$ cat config.mk
export PLATFORM = sky130hd
export DESIGN_NAME = uart_reg_front
export DESIGN_NICKNAME = d
export VERILOG_FILES = /design/src/rtl/uart_regs_pkg.sv /design/src/rtl/uart_byte_fifo.sv /design/src/rtl/uart_err_sticky.sv /design/src/rtl/uart_irq_gen.sv /design/src/rtl/uart_reg_front.sv
export SDC_FILE = /design/constraint.sdc
export NUM_CORES = 1
export LEC_CHECK = 0
export ABC_AREA = 1
export BUFFER_PORTS_ARGS = -buffer_cell sky130_fd_sc_hd__buf_4
export CAP_MARGIN = 20
export CORE_MARGIN = 2
export CORE_UTILIZATION = 54
export CTS_CLUSTER_DIAMETER = 80
export DETAILED_ROUTE_END_ITERATION = 8
export PLACE_DENSITY = 0.75
export SLEW_MARGIN = 5
export SYNTH_ARGS = -nofsm -noshare
export SYNTH_HDL_FRONTEND = slang
export SYNTH_HIERARCHICAL = 1
export SYNTH_SLANG_ARGS = --single-unit
$ cat constraint.sdc
create_clock -name clk -period 2 [get_ports clk]
set_input_delay 0.1 -clock clk [delete_from_list [all_inputs] [get_ports clk]]
set_output_delay 0.1 -clock clk [all_outputs]
set_load 0.01 [all_outputs]
$ cat src/rtl/uart_regs_pkg.sv
package uart_regs_pkg;
  typedef enum logic [1:0] {
    SEL_RXD  = 2'd0,
    SEL_TXD  = 2'd1,
    SEL_STAT = 2'd2,
    SEL_CTRL = 2'd3
  } reg_sel_e;

  localparam int unsigned ST_RXV = 0;
  localparam int unsigned ST_RXF = 1;
  localparam int unsigned ST_TXE = 2;
  localparam int unsigned ST_TXF = 3;
  localparam int unsigned ST_IE  = 4;
  localparam int unsigned ST_ERR_LO = 5;
  localparam int unsigned STAT_W = 8;

  localparam int unsigned CT_FLUSH_TX = 0;
  localparam int unsigned CT_FLUSH_RX = 1;
  localparam int unsigned CT_IE       = 4;

  localparam int unsigned ERR_N   = 3;
  localparam int unsigned ERR_OVR = 0;
  localparam int unsigned ERR_FRM = 1;
  localparam int unsigned ERR_PAR = 2;
endpackage

$ cat src/rtl/uart_byte_fifo.sv
module uart_byte_fifo #(
  parameter int WIDTH = 8,
  parameter int DEPTH = 16
) (
  input  logic             clk,
  input  logic             rst_n,
  input  logic             flush,
  input  logic             push,
  input  logic [WIDTH-1:0] push_data,
  input  logic             pop,
  output logic [WIDTH-1:0] head,
  output logic             empty,
  output logic             full
);
  localparam int PTR_W = (DEPTH > 1) ? $clog2(DEPTH) : 1;
  localparam int CNT_W = $clog2(DEPTH + 1);
  localparam logic [PTR_W-1:0] LAST = PTR_W'(DEPTH - 1);

  logic [WIDTH-1:0] mem [DEPTH];
  logic [PTR_W-1:0] wr_ptr, rd_ptr;
  logic [CNT_W-1:0] count;
  logic do_push, do_pop;

  assign do_push = push && !full;
  assign do_pop  = pop && !empty;
  assign empty   = (count == '0);
  assign full    = (count == CNT_W'(DEPTH));
  assign head    = mem[rd_ptr];

  always_ff @(posedge clk) begin
    if (do_push && !flush) mem[wr_ptr] <= push_data;
  end

  always_ff @(posedge clk) begin
    if (!rst_n || flush) begin
      wr_ptr <= '0;
      rd_ptr <= '0;
      count  <= '0;
    end else begin
      if (do_push) wr_ptr <= (wr_ptr == LAST) ? '0 : wr_ptr + 1'b1;
      if (do_pop)  rd_ptr <= (rd_ptr == LAST) ? '0 : rd_ptr + 1'b1;
      count <= count + CNT_W'(do_push) - CNT_W'(do_pop);
    end
  end

  assert_full_push_dropped_R4: assert property (@(posedge clk) disable iff (!rst_n)
    (full && push && !pop && !flush) |=> full);
  assert_flush_empties_R8: assert property (@(posedge clk) disable iff (!rst_n)
    flush |=> empty);
  assert_pop_frees_slot_R5: assert property (@(posedge clk) disable iff (!rst_n)
    (full && pop && !flush) |=> !full);
endmodule

$ cat src/rtl/uart_err_sticky.sv
module uart_err_sticky #(
  parameter int N = 3
) (
  input  logic         clk,
  input  logic         rst_n,
  input  logic [N-1:0] set,
  input  logic         clr,
  output logic [N-1:0] flags
);
  for (genvar i = 0; i < N; i++) begin : g_bit
    always_ff @(posedge clk) begin
      if (!rst_n)      flags[i] <= 1'b0;
      else if (set[i]) flags[i] <= 1'b1;
      else if (clr)    flags[i] <= 1'b0;
    end

    assert_set_wins_R7: assert property (@(posedge clk) disable iff (!rst_n)
      set[i] |=> flags[i]);
    assert_read_clears_R7: assert property (@(posedge clk) disable iff (!rst_n)
      (clr && !set[i]) |=> !flags[i]);
  end
endmodule

$ cat src/rtl/uart_irq_gen.sv
module uart_irq_gen (
  input  logic clk,
  input  logic rst_n,
  input  logic ie,
  input  logic tx_empty,
  input  logic rx_avail,
  output logic tx_edge,
  output logic irq
);
  logic prev_empty;

  always_ff @(posedge clk) begin
    if (!rst_n) prev_empty <= 1'b1;
    else        prev_empty <= tx_empty;
  end

  assign tx_edge = ie && tx_empty && !prev_empty;
  assign irq     = tx_edge || (ie && rx_avail);

  assert_edge_single_R9: assert property (@(posedge clk) disable iff (!rst_n)
    tx_edge |=> !tx_edge);
  assert_edge_on_drain_R9: assert property (@(posedge clk) disable iff (!rst_n)
    (ie && $rose(tx_empty)) |-> irq);
endmodule

$ cat src/rtl/uart_reg_front.sv
module uart_reg_front #(
  parameter int FIFO_DEPTH = 16,
  parameter int ADDR_W     = 4,
  parameter int DATA_W     = 32
) (
  input  logic              clk,
  input  logic              rst_n,
  input  logic              bus_sel,
  input  logic              bus_wr,
  input  logic [ADDR_W-1:0] bus_addr,
  input  logic [DATA_W-1:0] bus_wdata,
  output logic [DATA_W-1:0] bus_rdata,
  output logic [7:0]        tx_data,
  output logic              tx_valid,
  input  logic              tx_ready,
  input  logic [7:0]        rx_data,
  input  logic              rx_valid,
  input  logic              rx_frame_err,
  input  logic              rx_parity_err,
  output logic              irq
);
  import uart_regs_pkg::*;

  reg_sel_e rsel;
  logic rd, wr, ctrl_wr, stat_rd;
  logic flush_tx, flush_rx;
  logic tx_empty, tx_full, rx_empty, rx_full;
  logic [7:0] rx_head;
  logic ie;
  logic [ERR_N-1:0] err_set, err_flags;
  logic [STAT_W-1:0] status;
  logic tx_edge;

  assign rsel     = reg_sel_e'(bus_addr[3:2]);
  assign rd       = bus_sel && !bus_wr;
  assign wr       = bus_sel && bus_wr;
  assign ctrl_wr  = wr && (rsel == SEL_CTRL);
  assign stat_rd  = rd && (rsel == SEL_STAT);
  assign flush_tx = ctrl_wr && bus_wdata[CT_FLUSH_TX];
  assign flush_rx = ctrl_wr && bus_wdata[CT_FLUSH_RX];

  uart_byte_fifo #(.WIDTH(8), .DEPTH(FIFO_DEPTH)) u_tx_fifo (
    .clk(clk), .rst_n(rst_n), .flush(flush_tx),
    .push(wr && (rsel == SEL_TXD)), .push_data(bus_wdata[7:0]),
    .pop(tx_ready), .head(tx_data), .empty(tx_empty), .full(tx_full)
  );

  uart_byte_fifo #(.WIDTH(8), .DEPTH(FIFO_DEPTH)) u_rx_fifo (
    .clk(clk), .rst_n(rst_n), .flush(flush_rx),
    .push(rx_valid), .push_data(rx_data),
    .pop(rd && (rsel == SEL_RXD)), .head(rx_head), .empty(rx_empty), .full(rx_full)
  );

  assign tx_valid = !tx_empty;

  always_comb begin
    err_set = '0;
    err_set[ERR_OVR] = rx_valid && rx_full;
    err_set[ERR_FRM] = rx_frame_err;
    err_set[ERR_PAR] = rx_parity_err;
  end

  uart_err_sticky #(.N(ERR_N)) u_err (
    .clk(clk), .rst_n(rst_n), .set(err_set), .clr(stat_rd), .flags(err_flags)
  );

  always_ff @(posedge clk) begin
    if (!rst_n)       ie <= 1'b0;
    else if (ctrl_wr) ie <= bus_wdata[CT_IE];
  end

  always_comb begin
    status = '0;
    status[ST_RXV] = !rx_empty;
    status[ST_RXF] = rx_full;
    status[ST_TXE] = tx_empty;
    status[ST_TXF] = tx_full;
    status[ST_IE]  = ie;
    status[ST_ERR_LO +: ERR_N] = err_flags;
  end

  always_comb begin
    bus_rdata = '0;
    if (rd) begin
      unique case (rsel)
        SEL_RXD:  bus_rdata[7:0] = rx_empty ? 8'h00 : rx_head;
        SEL_STAT: bus_rdata[STAT_W-1:0] = status;
        default:  bus_rdata = '0;
      endcase
    end
  end

  uart_irq_gen u_irq (
    .clk(clk), .rst_n(rst_n), .ie(ie), .tx_empty(tx_empty),
    .rx_avail(!rx_empty), .tx_edge(tx_edge), .irq(irq)
  );

  assert_ie_follows_ctrl_R8: assert property (@(posedge clk) disable iff (!rst_n)
    ctrl_wr |=> (ie == $past(bus_wdata[CT_IE])));
  assert_ie_held_R8: assert property (@(posedge clk) disable iff (!rst_n)
    !ctrl_wr |=> $stable(ie));
  assert_irq_needs_enable_R9: assert property (@(posedge clk) disable iff (!rst_n)
    irq |-> ie);
  assert_tx_valid_after_write_R4: assert property (@(posedge clk) disable iff (!rst_n)
    (wr && (rsel == SEL_TXD) && !flush_tx) |=> tx_valid);
endmodule

==> out/metrics.cfg <==
[status]
violations = negative setup slack
status = finished with violations

[finish]
flow.area_growth_from_synthesis_pct = 27.9
fin_area_sq_um = 16800
fin_nets = 1558
fill_cells = 1634
drive_gt1_frac = 0.270
finalCoreUtilization = 0.697
n_antenna_cell = 0

[floorplan]
die_area_sq_um = 25600
io_pins = 94
initial_core_util = 0.545
core_sq_um = 24100
die_h_microns = 160
chipWidth_microns = 160
rows = 57

[global_routing]
first_global_vias = 9447
grt_util_all_layers = 0.250
grt_pass1_wl_mm = 50.2
overflow = 0
antenna_found_initial = 0
grt_max_degree = 26

[logic_synthesis]
netlist_instances = 1321
syn-cell-area_sq_um = 13100
avgSynthCellArea_sq_um = 9.94
yosysWarnings = 6

[drt]
drt_iter0_markers = 1017
via_count = 9926
drtAntennaViolNets = 0
drt_wl_total_mm = 33.5
drt_pass1_iterations = 7
drc_errors = 0
avgViaCountPerCell = 5.43
post_drt_wl_per_cell_microns = 18.3

[hold_path]
min_path_cells = 6
min_path_type = input port to flip-flop
worst_hold_startpoint = bus_wr

[clock_tree]
cts_buffers = 31
clkTransAtPathRegs_ps = 60
cts-root-buf = clkbuf_16
clock_sinks = 295
cts_max_level = 1
cts_tree = done
cts_max_path_buffers = 3
clk_latency_ps = 540

[placed_design]
io_buffers = 43
place_congestion = 0.841
placed_area_sq_um = 14300
hpwlAfterDp_mm = 18.5
place_ws_ps = -93.0

[power_and_ir_drop]
ir_worst_vdd_uv = 970
powerDensity_nw_per_um2 = 1050
p_leak_nw = 7.02

[setup_path]
crit_type = flip-flop to output pin
arrival_ps = 2170
crit_fanout = 20
r2r_slack_ps = -90
r2r_cells = 15
critPathRequiredTime_ps = 1900
critPathCaptureType = output pin
reg2reg_to = u_rx_fifo/count[4]
start_kind = flip-flop
reg2reg_from = u_rx_fifo/count[2]

[job]
cap_violations = 0

[timing]
fmax_ghz = 0.440
whs_ps = 41.6
final_max_slew_viol_count = 0
setup_ws_ps = -270
final.period_utilization = 1.14
hold_viol = 0
setup_violations = 17
min_period_ps = 2270
fin_tns_setup_ps = -2230
rsz0062_at_grt = true
fin_worst_skew_ps = 11.5

report_power, final:
| group | internal [W] | leakage, nW | switching (W) |
|---|---|---|---|
| clock | 0.00335 | 0.497 | 0.00232 |
| combinational | 0.00210 | 3.89 | 0.00274 |
| sequential | 0.00692 | 2.63 | 0.000152 |
metal layers:
layer | track usage | wire length (microns)
met1 | 0.338 | 13100
met2 | 0.412 | 16500
met3 | 0.0481 | 2950
met4 | 0.0790 | 996
met5 | 0 | 0
critical path, cell delays in order, from the launching register on:
cell      delay (ps)
dfxtp_4          410
buf_12           170
or2_2            310
nand3_2           70
nand3_2           90
nand3_2          120
nand2_2           90
o211ai_1         160
nor2_1            60
buf_4            140
placed cells by master, fill, tap and decap left out, types with 6 or more instances in the layout:
| cell type | n |
|---|---|
| nand2_1 | 338 |
| edfxtp_1 | 256 |
| inv_1 | 145 |
| buf_4 | 113 |
| nand3_1 | 100 |
| nor2_1 | 90 |
| nand3_2 | 73 |
| nand2_2 | 41 |
| clkbuf_16 | 32 |
| dfxtp_1 | 31 |
| conb_1 | 24 |
| or2_2 | 22 |
| dlygate4sd3_1 | 21 |
| a21oi_1 | 21 |
| buf_6 | 19 |
| ha_1 | 16 |
| o21ai_0 | 14 |
| o21ai_1 | 12 |
| nor2_4 | 11 |
| buf_12 | 11 |
| inv_2 | 11 |
| clkinv_2 | 9 |
| buf_16 | 9 |
| o21ai_2 | 7 |
| nor3_1 | 6 |
| clkinv_1 | 6 |
| nor2_2 | 6 |
| xor2_1 | 6 |
| ha_4 | 6 |
| dfxtp_2 | 6 |
| or2_4 | 6 |
how the worst max path moves through the flow:
stage / endpoint / slack (ps)
detailed placement: u_tx_fifo/count[4] / -90
global route: bus_rdata[7] / -380
CTS: bus_rdata[2] / -270
floorplan: u_tx_fifo/count[4] / -40
global placement: u_tx_fifo/count[4] / -70
finish: bus_rdata[0] / -270
state kept, by name (all words and copies together) (netlist names), named ones only:
name / count
ie: 1
u_rx_fifo/mem: 128
u_tx_fifo/wr_ptr: 4
u_rx_fifo/rd_ptr: 4
u_tx_fifo/rd_ptr: 4
u_rx_fifo/wr_ptr: 4
u_irq/prev_empty: 1
u_rx_fifo/count: 5
u_tx_fifo/mem: 128
u_err/flags: 3
u_tx_fifo/count: 5
what timing repair did:
item,in CTS,in global routing
pin swaps,54,61
gates cloned,11,1
gates resized for setup,139,98
hold endpoints to repair,263,0
setup buffers,20,7
setup endpoints to repair,21,195
hold buffers,21,0
area by class of cell:
| type | count | area (sq um) | area share |
|---|---|---|---|
| Inverter | 161 | 636 | 0.0379 |
| Tap cell | 324 | 405 | 0.0241 |
| Clock buffer | 35 | 791 | 0.0471 |
| Multi-Input combinational cell | 816 | 4450 | 0.265 |
| Sequential cell | 295 | 8480 | 0.505 |
| Clock inverter | 21 | 218 | 0.0130 |
| Timing Repair Buffer | 176 | 1800 | 0.107 |
| Timing Repair inverter | 1 | 16.3 | 0.000969 |
per-stage QoR:
step                cells  total power, W
floorplan            1344         0.00926
global placement     1716          0.0103
detailed placement   1716          0.0104
CTS                  1824          0.0171
global route         1829          0.0183
finish               1829          0.0176
Note: power is estimated with default switching activity, not from simulation.
